## config.mk

```make
export PLATFORM = sky130hd
export DESIGN_NAME = ecc_rmw_seq
export DESIGN_NICKNAME = d
export VERILOG_FILES = /design/src/rtl/ecc_rmw_pkg.sv /design/src/rtl/ecc_enc.sv /design/src/rtl/ecc_dec.sv /design/src/rtl/ecc_rmw_ctrl.sv /design/src/rtl/ecc_rmw_seq.sv
export SDC_FILE = /design/constraint.sdc
export NUM_CORES = 1
export LEC_CHECK = 0
export ABC_AREA = 1
export BUFFER_PORTS_ARGS = -buffer_cell sky130_fd_sc_hd__buf_2
export CAP_MARGIN = 20
export CORE_ASPECT_RATIO = 1.75
export CORE_MARGIN = 2
export CORE_UTILIZATION = 29
export CTS_BUF_LIST = sky130_fd_sc_hd__clkbuf_2 sky130_fd_sc_hd__clkbuf_4 sky130_fd_sc_hd__clkbuf_8
export DETAILED_ROUTE_END_ITERATION = 10
export GPL_ROUTABILITY_DRIVEN = 0
export HOLD_SLACK_MARGIN = 0.08
export PLACE_DENSITY = 0.57
export RECOVER_POWER = 100
export REMOVE_ABC_BUFFERS = 1
export SETUP_SLACK_MARGIN = 0.2
export SYNTH_ARGS = -nofsm -noshare
export SYNTH_HDL_FRONTEND = slang
export SYNTH_SLANG_ARGS = --single-unit
```

## constraint.sdc

```tcl
create_clock -name clk -period 2.4 [get_ports clk]
set_input_delay 0.36 -clock clk [delete_from_list [all_inputs] [get_ports clk]]
set_output_delay 0.36 -clock clk [all_outputs]
set_load 0.02 [all_outputs]
```

## src/rtl/ecc_rmw_pkg.sv

```systemverilog
package ecc_rmw_pkg;
  localparam int DW   = 32;          // data bits per word
  localparam int NB   = DW / 8;      // byte lanes
  localparam int HW   = 6;           // Hamming check bits
  localparam int CW   = HW + 1;      // plus overall parity
  localparam int PMAX = DW + HW;     // highest codeword position

  typedef enum logic [1:0] {ST_IDLE, ST_RD, ST_WR} seq_st_e;

  // Codeword position of data bit k: k-th non-power-of-two from 3 up.
  function automatic logic [HW-1:0] data_pos(input int k);
    int cnt;
    logic [HW-1:0] r;
    cnt = 0;
    r   = '0;
    for (int p = 3; p <= PMAX; p++) begin
      if ((p & (p - 1)) != 0) begin
        if (cnt == k) r = HW'(p);
        cnt++;
      end
    end
    return r;
  endfunction

  function automatic logic [CW-1:0] ecc_gen(input logic [DW-1:0] d);
    logic [CW-1:0] c;
    logic [HW-1:0] pos;
    c = '0;
    for (int k = 0; k < DW; k++) begin
      pos = data_pos(k);
      for (int i = 0; i < HW; i++) begin
        if (pos[i]) c[i] = c[i] ^ d[k];
      end
    end
    c[HW] = (^d) ^ (^c[HW-1:0]);
    return c;
  endfunction

  function automatic logic [DW-1:0] byte_merge(input logic [DW-1:0] old_w,
                                               input logic [DW-1:0] new_w,
                                               input logic [NB-1:0] be);
    logic [DW-1:0] r;
    for (int b = 0; b < NB; b++) begin
      r[8*b +: 8] = be[b] ? new_w[8*b +: 8] : old_w[8*b +: 8];
    end
    return r;
  endfunction
endpackage

```

## src/rtl/ecc_enc.sv

```systemverilog
module ecc_enc
  import ecc_rmw_pkg::*;
(
  input  logic [DW-1:0] data,
  output logic [CW-1:0] check
);
  always_comb begin
    check = ecc_gen(data);
  end
endmodule

```

## src/rtl/ecc_dec.sv

```systemverilog
module ecc_dec
  import ecc_rmw_pkg::*;
(
  input  logic [DW-1:0] data,
  input  logic [CW-1:0] check,
  output logic [DW-1:0] data_fix,
  output logic          err_corr,
  output logic          err_uncorr
);
  logic [CW-1:0] recalc;
  logic [HW-1:0] syn;
  logic          par;

  always_comb begin
    recalc = ecc_gen(data);
    syn    = check[HW-1:0] ^ recalc[HW-1:0];
    par    = (^data) ^ (^check);
  end

  // Odd overall parity: one flipped bit, located by the syndrome.
  always_comb begin
    data_fix = data;
    for (int k = 0; k < DW; k++) begin
      if (par && (syn == data_pos(k))) data_fix[k] = ~data[k];
    end
  end

  assign err_corr   = par;
  assign err_uncorr = !par && (syn != '0);
endmodule

```

## src/rtl/ecc_rmw_ctrl.sv

```systemverilog
module ecc_rmw_ctrl
  import ecc_rmw_pkg::*;
#(
  parameter int AW = 16
) (
  input  logic          clk,
  input  logic          rst_n,
  input  logic          req_valid,
  output logic          req_ready,
  input  logic          req_write,
  input  logic [AW-1:0] req_addr,
  input  logic [DW-1:0] req_wdata,
  input  logic [NB-1:0] req_be,
  input  logic          req_wprot,
  output logic          rsp_valid,
  output logic [DW-1:0] rsp_rdata,
  output logic          irq_corr,
  output logic          irq_uncorr,
  output logic          mem_req,
  output logic          mem_we,
  output logic [AW-1:0] mem_addr,
  output logic [DW-1:0] mem_wdata,
  input  logic          mem_ack,
  input  logic [DW-1:0] dec_data,
  input  logic          dec_corr,
  input  logic          dec_uncorr
);
  seq_st_e       st_q, st_d;
  logic          rsp_q, rsp_d;
  logic          irqc_q, irqc_d;
  logic          irqu_q, irqu_d;
  logic [AW-1:0] addr_q;
  logic          wr_q;
  logic [NB-1:0] be_q;
  logic [DW-1:0] buf_q, buf_d;
  logic          buf_en, req_en;

  // Next-state logic
  always_comb begin
    st_d   = st_q;
    rsp_d  = 1'b0;
    irqc_d = 1'b0;
    irqu_d = 1'b0;
    buf_d  = req_wdata;
    buf_en = 1'b0;
    req_en = 1'b0;
    unique case (st_q)
      ST_IDLE: begin
        if (req_valid) begin
          req_en = 1'b1;
          buf_en = 1'b1;
          if (req_write && req_wprot) rsp_d = 1'b1;       // discarded
          else if (req_write && (&req_be)) st_d = ST_WR;  // direct store
          else st_d = ST_RD;                              // read or merge
        end
      end
      ST_RD: begin
        if (mem_ack) begin
          irqc_d = dec_corr;
          irqu_d = dec_uncorr;
          buf_en = 1'b1;
          if (wr_q) begin
            buf_d = byte_merge(dec_data, buf_q, be_q);
            st_d  = ST_WR;
          end else begin
            buf_d = dec_data;
            rsp_d = 1'b1;
            st_d  = ST_IDLE;
          end
        end
      end
      ST_WR: begin
        if (mem_ack) begin
          rsp_d = 1'b1;
          st_d  = ST_IDLE;
        end
      end
      default: st_d = ST_IDLE;
    endcase
  end

  // Control registers
  always_ff @(posedge clk or negedge rst_n) begin
    if (!rst_n) begin
      st_q   <= ST_IDLE;
      rsp_q  <= 1'b0;
      irqc_q <= 1'b0;
      irqu_q <= 1'b0;
    end else begin
      st_q   <= st_d;
      rsp_q  <= rsp_d;
      irqc_q <= irqc_d;
      irqu_q <= irqu_d;
    end
  end

  // Datapath registers, clock-enabled, not reset
  always_ff @(posedge clk) begin
    if (req_en) begin
      addr_q <= req_addr;
      wr_q   <= req_write;
      be_q   <= req_be;
    end
    if (buf_en) buf_q <= buf_d;
  end

  assign req_ready  = (st_q == ST_IDLE);
  assign rsp_valid  = rsp_q;
  assign rsp_rdata  = buf_q;
  assign irq_corr   = irqc_q;
  assign irq_uncorr = irqu_q;
  assign mem_req    = (st_q != ST_IDLE);
  assign mem_we     = (st_q == ST_WR);
  assign mem_addr   = addr_q;
  assign mem_wdata  = buf_q;

  a_r10_hold_until_ack: assert property (@(posedge clk) disable iff (!rst_n)
    (mem_req && !mem_ack) |=> (mem_req && $stable(mem_we) && $stable(mem_addr) && $stable(mem_wdata)));

  a_r3_full_write_no_read: assert property (@(posedge clk) disable iff (!rst_n)
    (mem_req && !mem_we) |-> !(wr_q && (&be_q)));

  a_r4_read_then_write: assert property (@(posedge clk) disable iff (!rst_n)
    (mem_req && !mem_we && mem_ack && wr_q) |=> (mem_req && mem_we));

  a_r8_protected_no_mem: assert property (@(posedge clk) disable iff (!rst_n)
    (req_valid && req_ready && req_write && req_wprot) |=> !mem_req);

  a_r6_irq_exclusive: assert property (@(posedge clk) disable iff (!rst_n)
    !(irq_corr && irq_uncorr));

  a_r7_irq_from_read: assert property (@(posedge clk) disable iff (!rst_n)
    (irq_corr || irq_uncorr) |-> $past(mem_req && !mem_we && mem_ack));
endmodule

```

## src/rtl/ecc_rmw_seq.sv

```systemverilog
module ecc_rmw_seq
  import ecc_rmw_pkg::*;
#(
  parameter int AW = 16
) (
  input  logic          clk,
  input  logic          rst_n,
  input  logic          req_valid,
  output logic          req_ready,
  input  logic          req_write,
  input  logic [AW-1:0] req_addr,
  input  logic [31:0]   req_wdata,
  input  logic [3:0]    req_be,
  input  logic          req_wprot,
  output logic          rsp_valid,
  output logic [31:0]   rsp_rdata,
  output logic          irq_corr,
  output logic          irq_uncorr,
  output logic          mem_req,
  output logic          mem_we,
  output logic [AW-1:0] mem_addr,
  output logic [31:0]   mem_wdata,
  output logic [6:0]    mem_wcheck,
  input  logic          mem_ack,
  input  logic [31:0]   mem_rdata,
  input  logic [6:0]    mem_rcheck
);
  logic [1:0]    rst_sync_q;
  logic          rst_int_n;
  logic [DW-1:0] dec_data;
  logic          dec_corr, dec_uncorr;

  // Asynchronous assert, synchronous release
  always_ff @(posedge clk or negedge rst_n) begin
    if (!rst_n) rst_sync_q <= 2'b00;
    else        rst_sync_q <= {rst_sync_q[0], 1'b1};
  end
  assign rst_int_n = rst_sync_q[1];

  ecc_dec u_dec (
    .data       (mem_rdata),
    .check      (mem_rcheck),
    .data_fix   (dec_data),
    .err_corr   (dec_corr),
    .err_uncorr (dec_uncorr)
  );

  ecc_enc u_enc (
    .data  (mem_wdata),
    .check (mem_wcheck)
  );

  ecc_rmw_ctrl #(.AW(AW)) u_ctrl (
    .clk        (clk),
    .rst_n      (rst_int_n),
    .req_valid  (req_valid),
    .req_ready  (req_ready),
    .req_write  (req_write),
    .req_addr   (req_addr),
    .req_wdata  (req_wdata),
    .req_be     (req_be),
    .req_wprot  (req_wprot),
    .rsp_valid  (rsp_valid),
    .rsp_rdata  (rsp_rdata),
    .irq_corr   (irq_corr),
    .irq_uncorr (irq_uncorr),
    .mem_req    (mem_req),
    .mem_we     (mem_we),
    .mem_addr   (mem_addr),
    .mem_wdata  (mem_wdata),
    .mem_ack    (mem_ack),
    .dec_data   (dec_data),
    .dec_corr   (dec_corr),
    .dec_uncorr (dec_uncorr)
  );
endmodule

```

==> results.toml, run 1 <==
[outcome]
outcome = "complete, but fails checks"
violations = "setup timing"

[critical_path]
worst_ep_arrival_time_ns = 2.43
cp_data_required_time_ns = 2.04
critPathLaunchType = "flop"
worst_setup_path_end_kind = "primary output"
rr_worst_depth = 8
reg2reg_slack_ns = 0.36
cp_max_fo = 3
crit_type = "flop to primary output"

[detailed_routing]
drc_errors = 0
firstDrtPassIters = 6
routed_wl_mm = 22.3
drtAntennaViolNets = 0
viasPerCell = 4.51
drt-initial-drc-count = 303
vias = 6934
routedWlPerCell_um = 14.5

[global_route]
grtUsageTotal = 0.188
antenna_found_initial = 1
grt_pass1_vias = 6545
grt_pass1_wl_mm = 32.4
grt_overflow = 0
grt_max_degree = 48

[synthesis]
synthArstFlopShare = 0.117
yosys_register_bits = 60
seq_area_frac_synth = 0.284
yosys-top-cells-area = "edfxtp_1, nand2_1, nand3_1, xnor2_1, inv_1"
synth_edf_count = 53
syn_area_per_cell_um2 = 6.45
yosys_warnings = 0
syn_inst = 963
synth_top_family_by_area = "simple AND/OR/NAND/NOR gates"
synth_top_cell_area_share = 0.256
synth_area_um2 = 6210
synth.distinct_cells = 32
synthSimpleGateAreaFrac = 0.434
ys.flop_type = "edfxtp_1"
synth_top_area_cell = "edfxtp_1"
synthMuxAreaShare = 0
synth-xor-area-share = 0.141
synth_compound_area_frac = 0.0103
yosys.area_share.adder = 0

[clock_network]
cts_tree = "done"
clockBufferDepth = 2
cts_root_buffer = "clkbuf_8"
h-tree-depth = 3
cts.sinks = 60
insertion_delay_ns = 0.36
clk_pin_slew_worst_paths_ns = 0.08
cts-buffers-inserted = 9

[sta]
relSlewSlack = 0.603
finalHoldViolCount = 0
worst_pin_slew_ns = 0.593
setup_violations = 3
timing.final.crit_period_ns = 2.79
grt_setup_unrepaired = "yes"
final_max_slew_viol_count = 0
setup_tns_ns = -0.603
layout_worst_path_cycle_share = 1.16
layout_setup_ws_ns = -0.390
skew_ns = 0.0119
maxClockFrequency_ghz = 0.358

[run]
drv_cap = 0

[hold_path]
hold_path.class = "flop to asynchronous set/reset pin"

[die]
fp.dieW_um = 115
num_rows = 70
io_pins = 190
start_util = 0.297
core_area_um2 = 20900
die_height_um = 198
dieArea_um2 = 22700

[placed_design]
place_hpwl_mm = 18.6
placed_cells = 1492
portBuffers = 189
placed_area_um2 = 8240

[layout]
drive_gt1_frac = 0.449
final_cells = 1536
final_area_um2 = 9680
final_util = 0.462
fin_nets = 1375
fillers = 2116
area_growth_pct = 55.7

[power_and_ir_drop]
total_power_uw = 15900
ir_drop_mv = 1.08
p_leak_uw = 0.00505
power_density_nw_per_um2 = 1640
kinds of logic after synthesis:
family                 Yosys count
flip-flops                      60
AND/OR/NAND/NOR                622
other                            1
AO/OA/AOI/OAI                   11
XOR/XNOR                        99
buffers and inverters          170
power by group:
| part | leakage [uW] | switching (uW) | internal [uW] | total, uW |
|---|---|---|---|---|
| registers | 0.000594 | 310 | 1610 | 1920 |
| clock network | 0.000124 | 423 | 703 | 1130 |
| logic | 0.00434 | 7180 | 5670 | 12800 |
path summary, 6_finish.rpt:
kind / start / end
max: u_ctrl.mem_wdata[17]$_DFFE_PP_ / mem_wcheck[6]
min: rst_sync_q[1]$_DFF_PN0_ / u_ctrl.irq_corr$_DFF_PN0_
max reg2reg: u_ctrl.st_q[0]$_DFFE_PN0P_ / u_ctrl.mem_wdata[10]$_DFFE_PP_
min reg2reg: rst_sync_q[1]$_DFF_PN0_ / u_ctrl.irq_corr$_DFF_PN0_
max in group asynchronous: rst_n / rst_sync_q[0]$_DFF_PN0_
min in group clk: req_addr[10] / u_ctrl.mem_addr[10]$_DFFE_PP_
state kept, by name (all words and copies together) (netlist names):
signal and count:
rst_sync_q 2, u_ctrl.be_q 4, u_ctrl.irq_corr 1, u_ctrl.irq_uncorr 1, u_ctrl.mem_addr 16, u_ctrl.mem_wdata 32
u_ctrl.rsp_valid 1, u_ctrl.st_q 2, u_ctrl.wr_q 1
layout make-up:
cell class	instances	area [um^2]	share of cell area
well taps	252	315	0.0326
inverters	116	438	0.0453
flip-flops and latches	60	1770	0.183
clock buffers	10	131	0.0136
clock inverters	6	113	0.0116
repair buffers	358	2390	0.247
diodes	1	2.50	0.000259
multi-input cells	733	4520	0.468
stage by stage:
| stage | setup WS [ns] | hold WS (ns) |
|---|---|---|
| 2_1_floorplan | -1.09 | 0.0541 |
| 3_3_place_gp | -0.248 | 0.0780 |
| 3_5_place_dp | -0.262 | 0.0829 |
| 4_1_cts | -0.342 | 0.0902 |
| 5_1_grt | -0.525 | 0.0963 |
| 6_report | -0.390 | 0.0813 |
metal layers:
metal,vias up,track usage,share of wire
met1,3135,0.175,0.33
met5,-,0,0
met3,59,0.0147,0.026
met2,166,0.375,0.58
li1,3574,-,-
met4,0,0.125,0.060
cell usage after synthesis (4+ instances only):
library cell and instances:
or2_2 17, xor2_1 37, clkbuf_2 7, nor2_1 31
buf_4 33, o21ai_0 5, buf_2 5, nand2_2 6
nand2_1 420, nand3b_1 6, nand3_1 115, clkbuf_1 5
edfxtp_1 53, nand3_2 9, nand4_1 7, xnor2_1 61
inv_2 4, inv_1 112, dfrtp_1 7
layout by cell type, fill, tap and decap left out, types with 3 or more instances in the layout:
cell / n
nand2_1: 331
buf_4: 156
buf_2: 140
nand3_1: 101
inv_1: 90
nand2_2: 79
edfxtp_1: 53
xnor2_1: 33
clkbuf_1: 28
xnor2_2: 26
inv_2: 25
xor2_1: 21
buf_6: 19
nand3_2: 17
nand2_4: 17
nor2_1: 16
xor2_2: 15
or2_2: 15
nor2_2: 10
nor2_4: 10
clkbuf_8: 9
clkbuf_4: 9
nand4_1: 7
dfrtp_1: 7
nand3_4: 6
nand3b_1: 6
o21ai_0: 5
buf_12: 5
bufinv_16: 3
timing repair:
action / in CTS / in global routing
buffers inserted: 12 / 13
setup endpoints to repair: 13 / 39
cloned: 0 / 1
endpoints found under the hold margin: 2 / 0
hold buffers: 1 / 0
pin swaps: 24 / 73
gates resized for setup: 61 / 207
worst max-delay path, cell delays in order, from the launching register on:
cell	delay, ns
edfxtp_1	0.50
buf_4	0.19
buf_6	0.11
xnor2_2	0.13
xnor2_1	0.12
buf_4	0.15
xnor2_2	0.13
nand3b_1	0.17
nand2_2	0.10
inv_1	0.05
nand2_1	0.06
nand2_1	0.06
xnor2_1	0.14
buf_4	0.16
No activity file was read; power rests on OpenSTA's default activity.
==> run 2: changes to the inputs <==
- HOLD_SLACK_MARGIN: 0.08 -> unset
- RECOVER_POWER: 100 -> unset
==> results.toml, run 2 (synthesis results as in run 1) <==
[clock_network]
h-tree-depth = 3
clk_pin_slew_worst_paths_ns = 0.07
cts_tree = "done"
cts.sinks = 60
insertion_delay_ns = 0.36
clockBufferDepth = 2
cts_root_buffer = "clkbuf_8"
cts-buffers-inserted = 9

[outcome]
violations = "setup timing"
outcome = "complete, but fails checks"

[detailed_routing]
vias = 6932
drc_errors = 0
drtAntennaViolNets = 0
viasPerCell = 4.51
routedWlPerCell_um = 14.5
firstDrtPassIters = 5
drt-initial-drc-count = 308
routed_wl_mm = 22.2

[critical_path]
slowest_delay_ns = 0.50
worst_ep_arrival_time_ns = 2.43
cp-startpoint = "u_ctrl.mem_wdata[17]$_DFFE_PP_"
path_cells = "buf_4 > buf_6 > xnor2_2 > xnor2_1 > buf_4 > xnor2_2 > nand3b_1 > nand2_2 > inv_1 > nand2_1 > nand2_1 > xnor2_1 > buf_4"
worst_setup_path_end_kind = "primary output"
cp_max_fo = 3
r2r-start = "u_ctrl.st_q[0]$_DFFE_PN0P_"
cp_data_required_time_ns = 2.04
path_delay_family = "buffers and inverters"
crit_buf_inv = 5
crit_top_cell = "buf_4"
slowest_stage = "edfxtp_1"
critPathLaunchType = "flop"
crit_type = "flop to primary output"

[layout]
largest_reg_flops = 32
final_common_cell = "nand2_1"
fillers = 2103
final_util = 0.464
regArea_um2 = 1770
multiInputGateArea_um2 = 4530
fin_nets = 1375
drive_gt1_frac = 0.472
layout_common_cells = "nand2_1, buf_2, buf_4"
area_growth_pct = 56.4

[run]
drv_cap = 0

[power_and_ir_drop]
total_power_uw = 15900
p_leak_uw = 0.00513
power_density_nw_per_um2 = 1640
ir_drop_mv = 1.08

[global_route]
antenna_found_initial = 1
grt_overflow = 0
grt_pass1_vias = 6545
grtUsageTotal = 0.188
grt_pass1_wl_mm = 32.4
grt_max_degree = 48

[die]
num_rows = 70
core_area_um2 = 20900
die_height_um = 198
fp.dieW_um = 115
start_util = 0.297
io_pins = 190
dieArea_um2 = 22700

[sta]
timing.final.crit_period_ns = 2.79
skew_ns = 0.0116
setup_violations = 3
layout_setup_ws_ns = -0.393
layout_worst_path_cycle_share = 1.16
finalHoldViolCount = 0
final_max_slew_viol_count = 0
grt_setup_unrepaired = "yes"
maxClockFrequency_ghz = 0.358

[hold_path]
hold_path.class = "flop to asynchronous set/reset pin"

[placed_design]
portBuffers = 189
place_hpwl_mm = 18.6
==> run 2: changes by cell type in the layout (fill, tap and decap cells not counted) <==
cell and delta:
buf_2 +28, nor2_4 +1, nor2_1 -1, clkbuf_1 -28
==> run 2: area by class of cell <==
| cell class | instances | area share |
|---|---|---|
| multi-input combinational | 733 | 0.466 |
| timing repair buffer | 358 | 0.249 |
| sequential | 60 | 0.182 |
| inverter | 116 | 0.0451 |
| tap | 252 | 0.0324 |
| clock buffer | 10 | 0.0135 |
| clock inverter | 6 | 0.0116 |
| antenna | 1 | 0.000257 |
==> run 2: final timing paths <==
check	end	slack, ns	depth (start not counted)
max	mem_wcheck[6]	-0.39	13
min	u_ctrl.rsp_valid$_DFF_PN0_	0.08	0
max reg2reg	u_ctrl.mem_wdata[4]$_DFFE_PP_	0.64	8
min reg2reg	u_ctrl.rsp_valid$_DFF_PN0_	0.08	0
max in group asynchronous	rst_sync_q[0]$_DFF_PN0_	1.98	2
min in group clk	u_ctrl.mem_addr[14]$_DFFE_PP_	0.17	1
==> run 2: worst register-to-register path: cells and delay by family, from the launching register on <==
kind / cells / cell delay [ns]
flip-flops: 1 / 0.37
AND/OR/NAND/NOR: 4 / 0.48
buffers and inverters: 4 / 0.55
==> run 2: timing repair <==
| item | CTS | global route |
|---|---|---|
| resized for setup | 61 | 207 |
| endpoints found under the setup margin | 13 | 39 |
| pin swaps | 24 | 73 |
| buffers inserted | 12 | 13 |
| cloned | 0 | 1 |
| endpoints found under the hold margin | 2 | 0 |
| hold buffers | 1 | 0 |
==> run 2: routing by layer <==
metal  GRT usage  vias to the layer above  share of wire
li1            -                     3571              -
met1       0.175                     3147           0.33
met3      0.0147                       54          0.026
met2       0.375                      160           0.58
met5           0                        -              0
met4       0.125                        0          0.057
==> run 2: stage by stage <==
stage / setup WS, ns / hold slack (ns) / cell area (um^2) / instances / setup TNS, ns
finish: -0.393 / 0.0808 / 9720 / 1536 / -0.610
global route: -0.524 / 0.0963 / 9720 / 1536 / -1.05
CTS: -0.342 / 0.0902 / 8840 / 1521 / -0.626
detailed placement: -0.262 / 0.0829 / 8240 / 1492 / -3.73
global placement: -0.248 / 0.0780 / 8240 / 1492 / -3.13
floorplan: -1.09 / 0.0541 / 5840 / 909 / -50.72
==> run 2: power breakdown <==
group          leakage, uW  switching, uW  total (uW)  internal [uW]
clock             0.000124            423        1130            703
combinational      0.00442           7190       12900           5700
sequential        0.000594            308        1920           1610
==> run 3: changes to the inputs <==
- ABC_AREA: 1 -> unset
- PLACE_DENSITY: 0.57 -> 0.6
==> results.toml, run 3 <==
[outcome]
outcome = "complete, but fails checks"
violations = "setup timing"

[critical_path]
critPathCapture = "mem_wcheck[6]"
cp_max_fo = 2
cp-startpoint = "u_ctrl.mem_wdata[21]$_DFFE_PP_"
critPathLaunchType = "flop"
rr_endpoint = "u_ctrl.mem_wdata[31]$_DFFE_PP_"
r2r-start = "u_ctrl.st_q[0]$_DFFE_PN0P_"
worst_ep_arrival_time_ns = 2.58
reg2reg_slack_ns = 0.59
cp.depth = 10
slowest_stage = "xnor3_1"
crit_type = "flop to primary output"
path_delay_family = "XOR/XNOR gates"
rr_worst_depth = 6
cp_data_required_time_ns = 2.04
worst_setup_path_end_kind = "primary output"
path_cells = "buf_6 > xor2_4 > xnor2_2 > buf_6 > xnor2_4 > xnor2_2 > xnor2_1 > xnor3_1 > xnor2_1 > buf_4"
slowest_delay_ns = 0.44
crit_buf_inv = 3

[sta]
finalHoldViolCount = 0
relSlewSlack = 0.591
setup_tns_ns = -8.14
maxClockFrequency_ghz = 0.340
layout_setup_ws_ns = -0.540
worst_pin_slew_ns = 0.613
skew_ns = 0.0147
grt_setup_unrepaired = "yes"
final_max_slew_viol_count = 0
setup_violations = 39
whs_ns = 0.0853
timing.final.crit_period_ns = 2.94
layout_worst_path_cycle_share = 1.22

[placed_design]
place_hpwl_mm = 12.0
placed_area_um2 = 6360
portBuffers = 189

[die]
die_height_um = 170
num_rows = 60
fp.dieW_um = 99.1
io_pins = 190
start_util = 0.297
core_area_um2 = 15500
dieArea_um2 = 16900

[layout]
fin_nets = 847
final_common_cell = "buf_2"
layout_common_cells = "buf_2, buf_4, xnor2_1"
largest_reg_flops = 32
drive_gt1_frac = 0.652
area_growth_pct = 80.4
final_area_um2 = 8280
fillers = 1290

[clock_network]
clk_pin_slew_worst_paths_ns = 0.08
insertion_delay_ns = 0.35
cts.sinks = 60
cts_tree = "done"
clockBufferDepth = 2
cts-buffers-inserted = 9
h-tree-depth = 3
cts_root_buffer = "clkbuf_8"

[global_route]
grt_pass1_wl_mm = 24.1
antenna_found_initial = 2
grtUsageTotal = 0.187
grt_overflow = 0
grt_pass1_vias = 4536
grt_max_degree = 67

[synthesis]
syn_area_per_cell_um2 = 10.8
ys.flop_type = "edfxtp_1"
synth.most_common_cell = "xnor2_1"
synth.distinct_cells = 39
yosys_register_bits = 60
synth_top_cell_area_share = 0.347
synthArstFlopShare = 0.117
synth_area_um2 = 4590
synthTopCellsByCount = "xnor2_1, edfxtp_1, nand2_1"
seq_area_frac_synth = 0.385
yosys_warnings = 0
syn_inst = 423
yosys-top-cells-area = "edfxtp_1, xnor2_1, xnor3_1, buf_4, xor2_1"
synth_top_area_cell = "edfxtp_1"
synth_edf_count = 53

[detailed_routing]
routedWlPerCell_um = 18.6
drt-initial-drc-count = 338
drtAntennaViolNets = 0
drc_errors = 0
firstDrtPassIters = 5
viasPerCell = 4.81
vias = 4540
routed_wl_mm = 17.5

[hold_path]
hold_path.class = "flop to asynchronous set/reset pin"

[run]
drv_cap = 0
==> run 3: logic make-up after synthesis <==
logic type	count (synthesis)	synth area share
DFF	60	0.385
AOI/OAI and AO/OA	57	0.0846
buffers and inverters	49	0.0712
and+or+nand+nor	89	0.0906
other	1	0.000818
xor gates and xnor gates	165	0.363
muxes	2	0.00436
==> run 3: stage by stage <==
step	instances	util	worst slack [ns]
detailed placement	873	0.411	-0.819
floorplan	376	-	-0.675
global placement	873	0.411	-0.765
CTS	914	0.487	-0.551
global route	943	0.535	-0.682
finish	943	0.535	-0.540
==> run 3: layout make-up <==
type / count / area (um^2) / area share
clock buffers: 9 / 124 / 0.0150
clock inverters: 7 / 98.8 / 0.0119
repair buffers: 363 / 2550 / 0.308
well taps: 186 / 233 / 0.0281
multi-input cells: 314 / 3490 / 0.422
flip-flops and latches: 60 / 1770 / 0.213
inverters: 2 / 7.51 / 0.000907
diodes: 2 / 5.00 / 0.000605
==> run 3: worst min-delay path by stage <==
stage                             from                         end  slack [ns]  cells after the start
2_1_floorplan  rst_sync_q[1]$_DFF_PN0_   u_ctrl.irq_corr$_DFF_PN0_        0.05                      0
3_3_place_gp   rst_sync_q[1]$_DFF_PN0_  u_ctrl.rsp_valid$_DFF_PN0_        0.08                      0
3_5_place_dp   rst_sync_q[1]$_DFF_PN0_  u_ctrl.rsp_valid$_DFF_PN0_        0.09                      0
4_1_cts        rst_sync_q[1]$_DFF_PN0_  u_ctrl.rsp_valid$_DFF_PN0_        0.09                      0
5_1_grt        rst_sync_q[1]$_DFF_PN0_  u_ctrl.rsp_valid$_DFF_PN0_        0.12                      0
6_report       rst_sync_q[1]$_DFF_PN0_  u_ctrl.rsp_valid$_DFF_PN0_        0.09                      0
==> run 3: routing by layer <==
layer	track usage	wire, um	vias up
met1	0.181	5620	2179
met5	0	0	-
met4	0.119	1260	0
met3	0.0296	893	75
li1	-	-	2066
met2	0.359	9720	220
==> run 3: repair_timing <==
item	in CTS	in global routing
endpoints found under the setup margin	40	40
pin swaps	70	61
hold endpoints to repair	2	0
setup buffers	21	27
hold buffers	1	0
gates cloned	3	0
resized for setup	135	83
Power of run 3 is not shown: default switching activity piles up to over one toggle a cycle in this logic, so the estimate is an artifact.
